**config.mk**
```make
export PLATFORM = sky130hd
export DESIGN_NAME = dual_bus_xcvr
export DESIGN_NICKNAME = d
export VERILOG_FILES = /design/src/rtl/xcvr_pkg.sv /design/src/rtl/xcvr_rst_sync.sv /design/src/rtl/xcvr_route.sv /design/src/rtl/xcvr_section.sv /design/src/rtl/dual_bus_xcvr.sv
export SDC_FILE = /design/constraint.sdc
export NUM_CORES = 1
export LEC_CHECK = 0
export CAP_MARGIN = 20
export CORE_AREA = 2 2 110 112
export CTS_BUF_LIST = sky130_fd_sc_hd__clkbuf_16
export CTS_CLUSTER_DIAMETER = 150
export CTS_CLUSTER_SIZE = 14
export DETAILED_ROUTE_END_ITERATION = 8
export DIE_AREA = 0 0 112 114
export SETUP_SLACK_MARGIN = 0.3
export SKIP_LAST_GASP = 1
export SYNTH_ARGS = -nofsm -noshare
export SYNTH_HDL_FRONTEND = slang
export SYNTH_HIERARCHICAL = 1
export SYNTH_SLANG_ARGS = --single-unit
```
**constraint.sdc**
```tcl
create_clock -name clk -period 3.26 [get_ports clk]
set_input_delay 0.652 -clock clk [delete_from_list [all_inputs] [get_ports clk]]
set_output_delay 0.652 -clock clk [all_outputs]
set_load 0.02 [all_outputs]
```
**src/rtl/xcvr_pkg.sv**
```systemverilog
package xcvr_pkg;

  // Per-section control bundle as seen at one clock edge.
  typedef struct packed {
    logic ld_ab;
    logic ld_ba;
    logic sel_ab;
    logic sel_ba;
    logic oe_b;
    logic oe_a_n;
  } sec_ctrl_t;

  localparam int unsigned RST_STAGES = 2;

endpackage

```
**src/rtl/xcvr_rst_sync.sv**
```systemverilog
module xcvr_rst_sync #(
  parameter int unsigned STAGES = 2
) (
  input  logic clk,
  input  logic rst_n,
  output logic rst_q
);

  logic [STAGES-1:0] chain_q;
  logic [STAGES-1:0] chain_d;

  always_comb begin
    chain_d = {chain_q[STAGES-2:0], 1'b1};
  end

  always_ff @(posedge clk or negedge rst_n) begin
    if (!rst_n) chain_q <= '0;
    else        chain_q <= chain_d;
  end

  assign rst_q = chain_q[STAGES-1];

endmodule

```
**src/rtl/xcvr_route.sv**
```systemverilog
module xcvr_route
  import xcvr_pkg::*;
#(
  parameter int unsigned W = 9
) (
  input  sec_ctrl_t    ctl,
  input  logic [W-1:0] a_in,
  input  logic [W-1:0] b_in,
  input  logic [W-1:0] reg_ab,
  input  logic [W-1:0] reg_ba,
  output logic [W-1:0] a_out,
  output logic [W-1:0] b_out,
  output logic         a_drv,
  output logic         b_drv,
  output logic [W-1:0] a_eff,
  output logic [W-1:0] b_eff
);

  logic a_req, b_req, loop_hit;
  logic [W-1:0] b_seen, a_seen, a_val, b_val;

  always_comb begin
    a_req    = ~ctl.oe_a_n;
    b_req    = ctl.oe_b;
    // Both sides transparent and enabled would close a loop: drop both.
    loop_hit = a_req & b_req & ~ctl.sel_ab & ~ctl.sel_ba;
    a_drv    = a_req & ~loop_hit;
    b_drv    = b_req & ~loop_hit;

    // Pin values resolved without a combinational cycle.
    b_seen = b_drv ? (ctl.sel_ab ? reg_ab : a_in) : b_in;
    a_seen = a_drv ? (ctl.sel_ba ? reg_ba : b_in) : a_in;
    a_val  = ctl.sel_ba ? reg_ba : b_seen;
    b_val  = ctl.sel_ab ? reg_ab : a_seen;

    a_out  = a_drv ? a_val : '0;
    b_out  = b_drv ? b_val : '0;
    a_eff  = a_drv ? a_val : a_in;
    b_eff  = b_drv ? b_val : b_in;
  end

endmodule

```
**src/rtl/xcvr_section.sv**
```systemverilog
module xcvr_section
  import xcvr_pkg::*;
#(
  parameter int unsigned W = 9
) (
  input  logic         clk,
  input  logic         rst_q,
  input  sec_ctrl_t    ctl,
  input  logic [W-1:0] a_in,
  input  logic [W-1:0] b_in,
  output logic [W-1:0] a_out,
  output logic [W-1:0] a_oe,
  output logic [W-1:0] b_out,
  output logic [W-1:0] b_oe
);

  logic [W-1:0] reg_ab_q, reg_ab_d;
  logic [W-1:0] reg_ba_q, reg_ba_d;
  logic [W-1:0] a_eff, b_eff;
  logic         a_drv, b_drv;

  xcvr_route #(.W(W)) u_route (
    .ctl    (ctl),
    .a_in   (a_in),
    .b_in   (b_in),
    .reg_ab (reg_ab_q),
    .reg_ba (reg_ba_q),
    .a_out  (a_out),
    .b_out  (b_out),
    .a_drv  (a_drv),
    .b_drv  (b_drv),
    .a_eff  (a_eff),
    .b_eff  (b_eff)
  );

  // Next-state: clock enables written out.
  always_comb begin
    reg_ab_d = ctl.ld_ab ? a_eff : reg_ab_q;
    reg_ba_d = ctl.ld_ba ? b_eff : reg_ba_q;
  end

  always_ff @(posedge clk or negedge rst_q) begin
    if (!rst_q) begin
      reg_ab_q <= '0;
      reg_ba_q <= '0;
    end else begin
      reg_ab_q <= reg_ab_d;
      reg_ba_q <= reg_ba_d;
    end
  end

  assign a_oe = {W{a_drv}};
  assign b_oe = {W{b_drv}};

  // load captures the effective A value, otherwise holds.
  p_store_ab_r2: assert property (@(posedge clk) disable iff (!rst_q)
    ctl.ld_ab |=> reg_ab_q == $past(a_eff));
  p_hold_ab_r2: assert property (@(posedge clk) disable iff (!rst_q)
    !ctl.ld_ab |=> $stable(reg_ab_q));
  // same for the B-to-A direction.
  p_store_ba_r3: assert property (@(posedge clk) disable iff (!rst_q)
    ctl.ld_ba |=> reg_ba_q == $past(b_eff));
  p_hold_ba_r3: assert property (@(posedge clk) disable iff (!rst_q)
    !ctl.ld_ba |=> $stable(reg_ba_q));
  // drivers follow their enables with the right polarity.
  p_b_polarity_r6: assert property (@(posedge clk) disable iff (!rst_q)
    b_drv |-> ctl.oe_b);
  p_a_polarity_r6: assert property (@(posedge clk) disable iff (!rst_q)
    a_drv |-> !ctl.oe_a_n);
  p_idle_zero_r6: assert property (@(posedge clk) disable iff (!rst_q)
    !a_drv |-> a_out == '0);
  // the transparent loop never drives either side.
  p_loop_off_r11: assert property (@(posedge clk) disable iff (!rst_q)
    (ctl.oe_b && !ctl.oe_a_n && !ctl.sel_ab && !ctl.sel_ba) |-> (a_oe == '0 && b_oe == '0));
  // both stored, both loaded -> contents exchange.
  p_swap_r10: assert property (@(posedge clk) disable iff (!rst_q)
    (ctl.oe_b && !ctl.oe_a_n && ctl.sel_ab && ctl.sel_ba && ctl.ld_ab && ctl.ld_ba)
      |=> (reg_ab_q == $past(reg_ba_q) && reg_ba_q == $past(reg_ab_q)));

endmodule

```
**src/rtl/dual_bus_xcvr.sv**
```systemverilog
module dual_bus_xcvr
  import xcvr_pkg::*;
#(
  parameter int unsigned SEC_W = 9,
  parameter int unsigned NSEC  = 2,
  localparam int unsigned DW   = SEC_W * NSEC
) (
  input  logic            clk,
  input  logic            rst_n,
  input  logic [DW-1:0]   a_in,
  output logic [DW-1:0]   a_out,
  output logic [DW-1:0]   a_oe,
  input  logic [DW-1:0]   b_in,
  output logic [DW-1:0]   b_out,
  output logic [DW-1:0]   b_oe,
  input  logic [NSEC-1:0] ld_ab,
  input  logic [NSEC-1:0] ld_ba,
  input  logic [NSEC-1:0] sel_ab,
  input  logic [NSEC-1:0] sel_ba,
  input  logic [NSEC-1:0] oe_b,
  input  logic [NSEC-1:0] oe_a_n
);

  logic rst_q;

  xcvr_rst_sync #(.STAGES(RST_STAGES)) u_rst (
    .clk   (clk),
    .rst_n (rst_n),
    .rst_q (rst_q)
  );

  for (genvar s = 0; s < NSEC; s++) begin : g_sec
    sec_ctrl_t ctl;
    assign ctl = '{ld_ab: ld_ab[s], ld_ba: ld_ba[s], sel_ab: sel_ab[s],
                   sel_ba: sel_ba[s], oe_b: oe_b[s], oe_a_n: oe_a_n[s]};

    xcvr_section #(.W(SEC_W)) u_sec (
      .clk   (clk),
      .rst_q (rst_q),
      .ctl   (ctl),
      .a_in  (a_in [s*SEC_W +: SEC_W]),
      .b_in  (b_in [s*SEC_W +: SEC_W]),
      .a_out (a_out[s*SEC_W +: SEC_W]),
      .a_oe  (a_oe [s*SEC_W +: SEC_W]),
      .b_out (b_out[s*SEC_W +: SEC_W]),
      .b_oe  (b_oe [s*SEC_W +: SEC_W])
    );
  end

endmodule

```
; Word-level counts from Yosys, hierarchy flattened
; Cells that the tools add are included.
[word_totals]
elab_cells = 43
out_inout_bits = 72
reg_bits = 38
input_bits = 50
[op_classes]
muxes = 20
n_bitwise = 18
[ops]
columns = cell, count
row1 = 9-bit two-way mux, 20
row2 = 1-bit AND, 10
row3 = 1-bit inverter, 8

; Longest topological paths before layout
; Gate-level depths: netlist of the first run.
[depth]
depth_word = 9
mapped_depth = 6
ltp_nobuf = 5

; Cells and area by module
; The synthesis of the first run kept the hierarchy.
[modules_own_cells]
columns = mod, seq_area_each_um2, area_each_um2, instances, cells_each
row1 = xcvr_section, 450.4, 878.3, 2, 56
row2 = xcvr_route, 0.0, 785.8, 2, 134
row3 = xcvr_rst_sync, 50.0, 53.8, 1, 3

; Least setup slack after synthesis of the first run
; OpenSTA, ideal clock, no wires.
[synth_path]
kind = in2out
from = in sel_ba[1]
to = out a_out[16]
cell_stages = 5
path_buffers = 2
arrival_ps = 1591
setup_slack_ps = 1017
required_ps = 2608
path_cell_list = clkbuf_1 -> inv_2 -> buf_2 -> a31oi_1 -> a21oi_1
[synth_via]
elab_chain_cells = 7
[synth_lines]
columns = element, line_no
row1 = from (decl), dual_bus_xcvr.sv:19  ; input logic [NSEC-1:0] sel_ba,
row2 = 1-bit inverter, xcvr_route.sv:26  ; loop_hit = a_req & b_req & ~ctl.sel_ab & ~ctl.sel_ba;
row3 = 1-bit AND, xcvr_route.sv:26
row4 = 1-bit inverter, "xcvr_route.sv:27, xcvr_route.sv:28"
row5 = 1-bit AND, xcvr_route.sv:28  ; b_drv = b_req & ~loop_hit;
row6 = 9-bit two-way mux, xcvr_route.sv:31  ; b_seen = b_drv ? (ctl.sel_ab ? reg_ab : a_in) : b_in;
row7 = 9-bit two-way mux, xcvr_route.sv:33  ; a_val = ctl.sel_ba ? reg_ba : b_seen;
row8 = 9-bit two-way mux *, xcvr_route.sv:36  ; a_out = a_drv ? a_val : '0;
row9 = to (decl), dual_bus_xcvr.sv:11  ; output logic [DW-1:0] a_out,
; Every way passes the cells marked *; elsewhere a longest branch is shown, timed or not.

; Worst setup path after layout of the first run
[layout_path]
from = in sel_ab[0]
to = out a_out[1]
[layout_via]
elab_chain_cells = 8
[layout_lines]
columns = element, line_no
row1 = from (decl), dual_bus_xcvr.sv:18  ; input logic [NSEC-1:0] sel_ab,
row2 = 1-bit inverter, xcvr_route.sv:26
row3 = 1-bit AND (2 in series), xcvr_route.sv:26
row4 = 1-bit inverter, "xcvr_route.sv:27, xcvr_route.sv:28"
row5 = 1-bit AND, xcvr_route.sv:28
row6 = 9-bit two-way mux, xcvr_route.sv:31
row7 = 9-bit two-way mux, xcvr_route.sv:33
row8 = 9-bit two-way mux *, xcvr_route.sv:36
; Marked as above.

==> impl_metrics.xml, run 1 <==
<?xml version="1.0" encoding="UTF-8"?>
<metrics>
  <group name="logic_synthesis">
    <metric name="yosysUniqueCellTypes" unit="">25</metric>
    <metric name="synth_seq_area_share" unit="">0.281</metric>
    <metric name="ys.warnings.count" unit="">6</metric>
    <metric name="synth_enable_flop_cells" unit="">0</metric>
    <metric name="synth_async_sr_flop_share" unit="">1.00</metric>
    <metric name="synthCells" unit="">383</metric>
    <metric name="syn-num-nets" unit="">433</metric>
    <metric name="synth-seq-cells" unit="">38</metric>
    <metric name="synth_area_per_cell" unit="um^2">8.83</metric>
    <metric name="synth.cell_area" unit="um^2">3380</metric>
    <metric name="ys.flop_type" unit="">sky130_fd_sc_hd__dfrtp_1</metric>
  </group>
  <group name="drt">
    <metric name="avgRoutedWirePerCell" unit="um">17.8</metric>
    <metric name="drtAntennaViolNets" unit="">0</metric>
    <metric name="post-route-drc-count" unit="">0</metric>
    <metric name="detailedRoute.firstIterationViolations" unit="">255</metric>
    <metric name="drt_pass1_iterations" unit="">5</metric>
    <metric name="detail_route.vias_per_cell" unit="">5.47</metric>
    <metric name="finalWirelength" unit="mm">11.3</metric>
    <metric name="dr_total_vias" unit="">3475</metric>
  </group>
  <group name="clock_tree">
    <metric name="clkTransAtPathRegs" unit="ns">0.06</metric>
    <metric name="cts-hold-fix-buffers" unit="">0</metric>
    <metric name="cts_tree" unit="">done</metric>
    <metric name="post_cts_setup_repair_buffer_count" unit="">0</metric>
    <metric name="clock-sinks" unit="">38</metric>
    <metric name="tritoncts.num_buffers" unit="">5</metric>
    <metric name="clock_insertion_delay_worst_skew" unit="ns">0.28</metric>
    <metric name="ctsHtreeMaxLevel" unit="">2</metric>
    <metric name="buffer_cell_driving_the_clock_tree_root" unit="">sky130_fd_sc_hd__clkbuf_16</metric>
    <metric name="ctsLongestPathBuffers" unit="">2</metric>
  </group>
  <group name="timing">
    <metric name="report.final.hold_viol_count" unit="">0</metric>
    <metric name="layout_min_cycle_time" unit="ns">2.92</metric>
    <metric name="setup_slack" unit="ns">0.342</metric>
    <metric name="timing_max_transition_violations_final" unit="">0</metric>
    <metric name="max_freq" unit="MHz">343</metric>
    <metric name="max_slew.worst_pin.slew" unit="ns">0.831</metric>
    <metric name="grt_setup_unrepaired" unit="">no</metric>
    <metric name="layout_worst_path_cycle_share" unit="">0.895</metric>
    <metric name="setup_viol" unit="">0</metric>
    <metric name="final.setup_skew" unit="ns">0.00336</metric>
    <metric name="slew_headroom" unit="">0.446</metric>
  </group>
  <group name="placed_design">
    <metric name="dp_hpwl" unit="mm">8.53</metric>
    <metric name="port-buffer-count" unit="">121</metric>
    <metric name="globalplace.congestion" unit="">0.911</metric>
    <metric name="pre_cts_ws" unit="ns">-0.00180</metric>
  </group>
  <group name="cells_and_area">
    <metric name="mostFrequentLayoutCell" unit="">sky130_fd_sc_hd__a31oi_1</metric>
    <metric name="num-nets-final" unit="">537</metric>
    <metric name="fin_util" unit="">0.407</metric>
    <metric name="filler_cell_count" unit="">1212</metric>
    <metric name="layout.cells.most_common_list" unit="">63 x sky130_fd_sc_hd__a31oi_1, 50 x sky130_fd_sc_hd__a21oi_1, 46 x sky130_fd_sc_hd__clkdlybuf4s50_1</metric>
    <metric name="post_route_cells_drive_above_1_share" unit="">0.234</metric>
    <metric name="syn2layout_area_growth" unit="%">41.0</metric>
    <metric name="multi_input_comb_area" unit="um^2">1990</metric>
    <metric name="antenna_cells" unit="">0</metric>
    <metric name="sequential_cell_area" unit="um^2">951</metric>
  </group>
  <group name="critical_path">
    <metric name="critical_path_peak_fanout" unit="">10</metric>
    <metric name="reg2reg_from" unit="">g_sec[1].u_sec/reg_ab_q[5]</metric>
    <metric name="cp_data_required_time" unit="ns">2.61</metric>
    <metric name="timing.critical_path.arrival" unit="ns">2.27</metric>
    <metric name="timing.critical_path.from_type" unit="">input port</metric>
    <metric name="timing.setup.critical_path_class" unit="">input port to output pin</metric>
    <metric name="crit_start" unit="">sel_ab[0]</metric>
    <metric name="end_kind" unit="">output pin</metric>
    <metric name="worst-r2r-cell-count" unit="">4</metric>
  </group>
  <group name="power_and_ir_drop">
    <metric name="max-vdd-ir-drop" unit="V">0.000291</metric>
    <metric name="power_per_cell_area" unit="nW/um^2">412</metric>
    <metric name="total_leakage_power" unit="nW">2.14</metric>
  </group>
  <group name="run_status">
    <metric name="outcome" unit="">completed</metric>
  </group>
  <group name="floorplanning">
    <metric name="ioPinCount" unit="">122</metric>
    <metric name="start_util" unit="">0.289</metric>
    <metric name="core_region_area" unit="um^2">11700</metric>
    <metric name="dieArea" unit="um^2">12800</metric>
    <metric name="rows" unit="">40</metric>
    <metric name="die_y" unit="um">114</metric>
    <metric name="die_x" unit="um">112</metric>
  </group>
  <group name="global_route">
    <metric name="overflow" unit="">0</metric>
    <metric name="grtUsageTotal" unit="">0.170</metric>
    <metric name="grt_max_degree" unit="">20</metric>
    <metric name="antenna_found_initial" unit="">0</metric>
    <metric name="vias_in_the_first_global_route" unit="">3381</metric>
    <metric name="grt_first_pass_wirelength" unit="mm">17.5</metric>
  </group>
  <group name="run">
    <metric name="timing.max_cap.violations" unit="">0</metric>
  </group>
  <group name="hold_path">
    <metric name="worst_hold_path_type" unit="">flip-flop to async pin</metric>
  </group>
</metrics>
[where the power goes]
group	internal, mW	switching (mW)	total (mW)
clock network	0.436	0.189	0.625
registers	0.547	0.0701	0.617
logic	0.354	0.369	0.724
total	1.34	0.629	1.97
[logic make-up (layout without fill, tap and decap cells)]
group | count (synthesis) | after routing | synth area share
AO/OA/AOI/OAI | 148 | 148 | 0.272
buffers and inverters | 72 | 177 | 0.141
flip-flops | 38 | 38 | 0.281
multiplexers | 36 | 36 | 0.160
other | 1 | 1 | 0.00111
AND/OR/NAND/NOR | 88 | 88 | 0.145
[cell usage after synthesis, types with 6 or more instances]
master,number,area [um^2]
sky130_fd_sc_hd__clkbuf_1,12,45.0
sky130_fd_sc_hd__o211ai_1,18,135
sky130_fd_sc_hd__mux2_4,36,541
sky130_fd_sc_hd__and2_1,34,213
sky130_fd_sc_hd__buf_6,8,90.1
sky130_fd_sc_hd__a31oi_1,68,425
sky130_fd_sc_hd__a21oi_1,50,250
sky130_fd_sc_hd__nand3_1,18,90.1
sky130_fd_sc_hd__nor2_1,20,75.1
sky130_fd_sc_hd__buf_4,36,270
sky130_fd_sc_hd__nand2_1,8,30.0
sky130_fd_sc_hd__dfrtp_1,38,951
sky130_fd_sc_hd__buf_2,6,30.0
[critical path, stage by stage]
cell	delay [ns]
sky130_fd_sc_hd__clkdlybuf4s50_1	0.49
sky130_fd_sc_hd__buf_6	0.18
sky130_fd_sc_hd__or3b_4	0.41
sky130_fd_sc_hd__nand2_8	0.13
sky130_fd_sc_hd__a21oi_1	0.07
sky130_fd_sc_hd__dlygate4sd2_1	0.33
[worst paths after layout]
check	slack (ns)	end
setup / recovery	0.34	a_out[1]
hold / removal	0.35	g_sec[1].u_sec/reg_ab_q[7]
setup reg to reg	1.94	g_sec[1].u_sec/reg_ba_q[5]
hold reg to reg	0.35	g_sec[1].u_sec/reg_ab_q[7]
max in group asynchronous	2.16	g_sec[0].u_sec/reg_ba_q[8]
min in group clk	0.35	u_rst/chain_q[1]
[sequential cells by signal, indices dropped and copies added (netlist names)]
signal and cells:
g_sec.u_sec/reg_ab_q 18, g_sec.u_sec/reg_ba_q 18, u_rst/chain_q 2
[metrics by stage]
stage	instance area (um^2)	std cells	total power, mW	hold WS (ns)	setup TNS [ns]
3_5_place_dp	4630	627	1.38	0.339	-0.00180
2_1_floorplan	3380	383	1.09	0.331	0
5_1_grt	4770	635	2.07	0.368	0
4_1_cts	4740	635	1.97	0.353	0
3_3_place_gp	4630	627	1.37	0.337	-0.0297
6_report	4770	635	1.97	0.350	0
[what timing repair did]
item	4_1_cts	5_1_grt
pin swaps	0	1
setup endpoints to repair	72	42
resized for setup	69	55
[layout make-up]
cell class / instances / area share
Timing Repair Buffer: 159 / 0.294
Tap cell: 147 / 0.0386
Clock buffer: 5 / 0.0262
Inverter: 10 / 0.00997
Multi-Input combinational cell: 273 / 0.418
Clock inverter: 3 / 0.0134
Sequential cell: 38 / 0.199
[per-layer routing]
metal,vias up,track usage,share of wire
met5,-,0,0
met4,0,0.0602,0.024
met3,30,0.0228,0.057
met2,171,0.285,0.49
met1,1673,0.226,0.43
li1,1601,-,-
Note: power is estimated with default switching activity, not from simulation.
==> run 2: changes to the inputs <==
--- a/config.mk
+++ b/config.mk
@@ -5,13 +5,14 @@
 export SDC_FILE = /design/constraint.sdc
 export NUM_CORES = 1
 export LEC_CHECK = 0
+export ABC_AREA = 1
 export CAP_MARGIN = 20
-export CORE_AREA = 2 2 110 112
+export CORE_AREA = 2 2 112 114
 export CTS_BUF_LIST = sky130_fd_sc_hd__clkbuf_16
 export CTS_CLUSTER_DIAMETER = 150
 export CTS_CLUSTER_SIZE = 14
 export DETAILED_ROUTE_END_ITERATION = 8
-export DIE_AREA = 0 0 112 114
+export DIE_AREA = 0 0 114 116
 export SETUP_SLACK_MARGIN = 0.3
 export SKIP_LAST_GASP = 1
 export SYNTH_ARGS = -nofsm -noshare
==> run 2 against run 1 <==
Against the previous run:
- register-to-register slack about the same
- combinational power down 8.1%
- design area up 1.0%
- synthesized cell count up 63%
- routed wire length up 4.5%
- die area up 3.6%
- largest cell class unchanged
- critical path type unchanged
- worst hold slack worse by 0.12 ns
- clock power down 26%
- largest power group unchanged
- count of clock-buffer cells in the layout unchanged
==> impl_metrics.xml, run 2 <==
<?xml version="1.0" encoding="UTF-8"?>
<metrics>
  <group name="run_status">
    <metric name="outcome" unit="">completed</metric>
  </group>
  <group name="clock_tree">
    <metric name="clock_insertion_delay_worst_skew" unit="ns">0.28</metric>
    <metric name="cts-hold-fix-buffers" unit="">0</metric>
    <metric name="clock-sinks" unit="">38</metric>
    <metric name="cts_tree" unit="">done</metric>
    <metric name="ctsLongestPathBuffers" unit="">2</metric>
    <metric name="buffer_cell_driving_the_clock_tree_root" unit="">sky130_fd_sc_hd__clkbuf_16</metric>
    <metric name="clkTransAtPathRegs" unit="ns">0.06</metric>
    <metric name="ctsHtreeMaxLevel" unit="">2</metric>
    <metric name="tritoncts.num_buffers" unit="">5</metric>
  </group>
  <group name="global_route">
    <metric name="grt_max_degree" unit="">21</metric>
    <metric name="grtUsageTotal" unit="">0.174</metric>
    <metric name="vias_in_the_first_global_route" unit="">3557</metric>
    <metric name="overflow" unit="">0</metric>
    <metric name="antenna_found_initial" unit="">0</metric>
    <metric name="grt_first_pass_wirelength" unit="mm">18.2</metric>
  </group>
  <group name="floorplanning">
    <metric name="die_x" unit="um">114</metric>
    <metric name="start_util" unit="">0.295</metric>
    <metric name="core_region_area" unit="um^2">11900</metric>
    <metric name="rows" unit="">40</metric>
    <metric name="die_y" unit="um">116</metric>
    <metric name="dieArea" unit="um^2">13200</metric>
    <metric name="ioPinCount" unit="">122</metric>
  </group>
  <group name="critical_path">
    <metric name="worst-r2r-cell-count" unit="">11</metric>
    <metric name="cp_data_required_time" unit="ns">2.61</metric>
    <metric name="cp_cell_sequence" unit="">clkdlybuf4s50_1 -&gt; inv_1 -&gt; nor2_1 -&gt; nand2_1 -&gt; buf_12 -&gt; nand2_8 -&gt; nand2_1 -&gt; nand2_1 -&gt; nand2_1 -&gt; nand2_1 -&gt; nand2_1 -&gt; inv_1 -&gt; buf_2</metric>
    <metric name="timing.critical_path.arrival" unit="ns">2.23</metric>
    <metric name="critPathMaxStageDelay" unit="ns">0.48</metric>
    <metric name="critical_path_peak_fanout" unit="">20</metric>
    <metric name="timing.critical_path.from_type" unit="">input port</metric>
    <metric name="reg2reg_from" unit="">g_sec[1].u_sec/reg_ba_q[1]</metric>
    <metric name="end_kind" unit="">output pin</metric>
    <metric name="r2r_end" unit="">g_sec[1].u_sec/reg_ba_q[1]</metric>
    <metric name="regToRegSetupSlack" unit="ns">1.93</metric>
    <metric name="critPathMostFrequentCell" unit="">sky130_fd_sc_hd__nand2_1</metric>
    <metric name="slowest_stage" unit="">sky130_fd_sc_hd__clkdlybuf4s50_1</metric>
    <metric name="timing.setup.critical_path_class" unit="">input port to output pin</metric>
  </group>
  <group name="logic_synthesis">
    <metric name="synth_seq_area_share" unit="">0.271</metric>
    <metric name="synth_async_sr_flop_share" unit="">1.00</metric>
    <metric name="synth_area_per_cell" unit="um^2">5.64</metric>
    <metric name="synth_most_common_cell" unit="">sky130_fd_sc_hd__nand2_1</metric>
    <metric name="ys.flop_type" unit="">sky130_fd_sc_hd__dfrtp_1</metric>
    <metric name="synth_enable_flop_cells" unit="">0</metric>
    <metric name="synth.top_cells.by_count" unit="">434 x sky130_fd_sc_hd__nand2_1, 38 x sky130_fd_sc_hd__dfrtp_1, 38 x sky130_fd_sc_hd__inv_1, 36 x sky130_fd_sc_hd__buf_4, 36 x sky130_fd_sc_hd__nand3_1</metric>
    <metric name="syn-num-nets" unit="">673</metric>
    <metric name="ys_top_cells_by_area" unit="">sky130_fd_sc_hd__nand2_1 46%, sky130_fd_sc_hd__dfrtp_1 27%, sky130_fd_sc_hd__buf_4 7.7%</metric>
    <metric name="synth.cell_area" unit="um^2">3510</metric>
    <metric name="yosysUniqueCellTypes" unit="">12</metric>
    <metric name="area_share_of_the_leading_cell_type_in_the_synthesized_netlist" unit="">0.464</metric>
    <metric name="ys.warnings.count" unit="">6</metric>
    <metric name="synthCells" unit="">623</metric>
    <metric name="cell_taking_the_most_area_after_synthesis" unit="">sky130_fd_sc_hd__nand2_1</metric>
    <metric name="synth-seq-cells" unit="">38</metric>
  </group>
  <group name="run">
    <metric name="timing.max_cap.violations" unit="">0</metric>
  </group>
  <group name="drt">
    <metric name="drt_pass1_iterations" unit="">5</metric>
    <metric name="detailedRoute.firstIterationViolations" unit="">331</metric>
    <metric name="detailroute.wirelength.met2" unit="mm">5.02</metric>
    <metric name="drtAntennaViolNets" unit="">0</metric>
    <metric name="dr_total_vias" unit="">4022</metric>
    <metric name="wl_met3" unit="um">824</metric>
    <metric name="finalWirelength" unit="mm">11.8</metric>
    <metric name="detail_route.vias_per_cell" unit="">4.53</metric>
    <metric name="avgRoutedWirePerCell" unit="um">13.3</metric>
    <metric name="highest-signal-layer" unit="">met4</metric>
    <metric name="routedLengthMet1" unit="mm">5.86</metric>
    <metric name="post-route-drc-count" unit="">0</metric>
  </group>
  <group name="cells_and_area">
    <metric name="syn2layout_area_growth" unit="%">37.1</metric>
    <metric name="layout.cells.most_common_list" unit="">425 x sky130_fd_sc_hd__nand2_1, 49 x sky130_fd_sc_hd__clkdlybuf4s50_1, 44 x sky130_fd_sc_hd__buf_4</metric>
    <metric name="filler_cell_count" unit="">1332</metric>
    <metric name="num-nets-final" unit="">790</metric>
    <metric name="post_route_cells_drive_above_1_share" unit="">0.154</metric>
    <metric name="fin_cells" unit="">888</metric>
    <metric name="mostFrequentLayoutCell" unit="">sky130_fd_sc_hd__nand2_1</metric>
    <metric name="largest_registers" unit="">g_sec.u_sec/reg_ab_q (18), g_sec.u_sec/reg_ba_q (18), u_rst/chain_q (2)</metric>
    <metric name="antenna_cells" unit="">0</metric>
  </group>
  <group name="timing">
    <metric name="max_slew.worst_pin.slew" unit="ns">0.557</metric>
    <metric name="setup_viol" unit="">0</metric>
    <metric name="final.hold.worst_slack" unit="ns">0.226</metric>
    <metric name="layout_min_cycle_time" unit="ns">2.88</metric>
    <metric name="final.setup_skew" unit="ns">0.00365</metric>
    <metric name="report.final.hold_viol_count" unit="">0</metric>
    <metric name="layout_worst_path_cycle_share" unit="">0.883</metric>
    <metric name="grt_setup_unrepaired" unit="">yes</metric>
    <metric name="max_freq" unit="MHz">347</metric>
    <metric name="slew_headroom" unit="">0.629</metric>
    <metric name="timing_max_transition_violations_final" unit="">0</metric>
  </group>
  <group name="placed_design">
    <metric name="dp_hpwl" unit="mm">9.71</metric>
    <metric name="port-buffer-count" unit="">121</metric>
    <metric name="globalplace.congestion" unit="">0.902</metric>
    <metric name="place.detailed.instances" unit="">878</metric>
  </group>
  <group name="hold_path">
    <metric name="worst_hold_path_type" unit="">flip-flop to async pin</metric>
  </group>
  <group name="power_and_ir_drop">
    <metric name="power_per_cell_area" unit="nW/um^2">351</metric>
    <metric name="total_leakage_power" unit="nW">3.19</metric>
    <metric name="max-vdd-ir-drop" unit="V">0.000194</metric>
  </group>
</metrics>
## run 2: cell types whose count changed after synthesis, sizes merged, moves of 34 or more
cell	before	now
and2	34	0
inv	8	52
mux2	36	0
nand2	10	438
a31oi	68	0
a21oi	50	0
## run 2: final cells by class
type                    instances  area, um^2  area share
multi-input cells             479        1930       0.402
clock inverters                 3        17.5     0.00364
repair buffers                164        1380       0.287
flip-flops and latches         38         951       0.198
well taps                     147         184      0.0382
clock buffers                   5         125      0.0260
inverters                      52         220      0.0457
## run 2: cells by family (layout without fill, tap and decap cells)
group	Yosys count	in the layout	share of synthesized area
buf+inv	106	224	0.186
flops	38	38	0.271
other cells	1	1	0.00107
simple gates	478	478	0.542
## run 2: timing repair
| item | CTS | global route |
|---|---|---|
| cloned | 0 | 1 |
| gates resized for setup | 127 | 58 |
| buffers inserted | 0 | 1 |
| setup endpoints to repair | 72 | 36 |
| pin swaps | 0 | 1 |
## run 2: metrics by stage
stage                util  power, mW  cell area, um^2  worst slack, ns  TNS (ns)
floorplan               -      0.983             3510             1.14         0
global placement    0.402       1.26             4780          -0.0782    -0.364
detailed placement  0.404       1.27             4810          -0.0330    -0.240
CTS                 0.415       1.71             4940            0.232         0
global route        0.404       1.80             4810            0.267         0
finish              0.404       1.69             4810            0.380         0
## run 2: worst max path at each step
| stage | from | end | slack (ns) | cells past startpoint |
|---|---|---|---|---|
| CTS | oe_b[0] | a_out[0] | 0.23 | 13 |
| global placement | sel_ba[1] | b_out[10] | -0.08 | 12 |
| global route | oe_b[1] | b_out[12] | 0.27 | 13 |
| finish | oe_b[1] | b_out[12] | 0.38 | 13 |
| floorplan | sel_ab[1] | a_out[16] | 1.14 | 11 |
| detailed placement | oe_b[1] | a_out[12] | -0.03 | 13 |
## run 2: critical path: cells and delay by family
kind,cells,cell delay [ns]
AND/OR/NAND/NOR,8,0.66
buffers and inverters,5,0.91
## run 2: power breakdown
group	total (mW)	switching (mW)	internal (mW)
Combinational	0.665	0.407	0.259
Sequential	0.561	0.0332	0.527
Clock	0.463	0.183	0.280
## run 2: layer usage
metal / global-route usage / vias to the layer above
li1: - / 2045
met1: 0.273 / 1795
met2: 0.250 / 176
met3: 0.0225 / 6
met4: 0.0374 / 0
met5: 0 / -
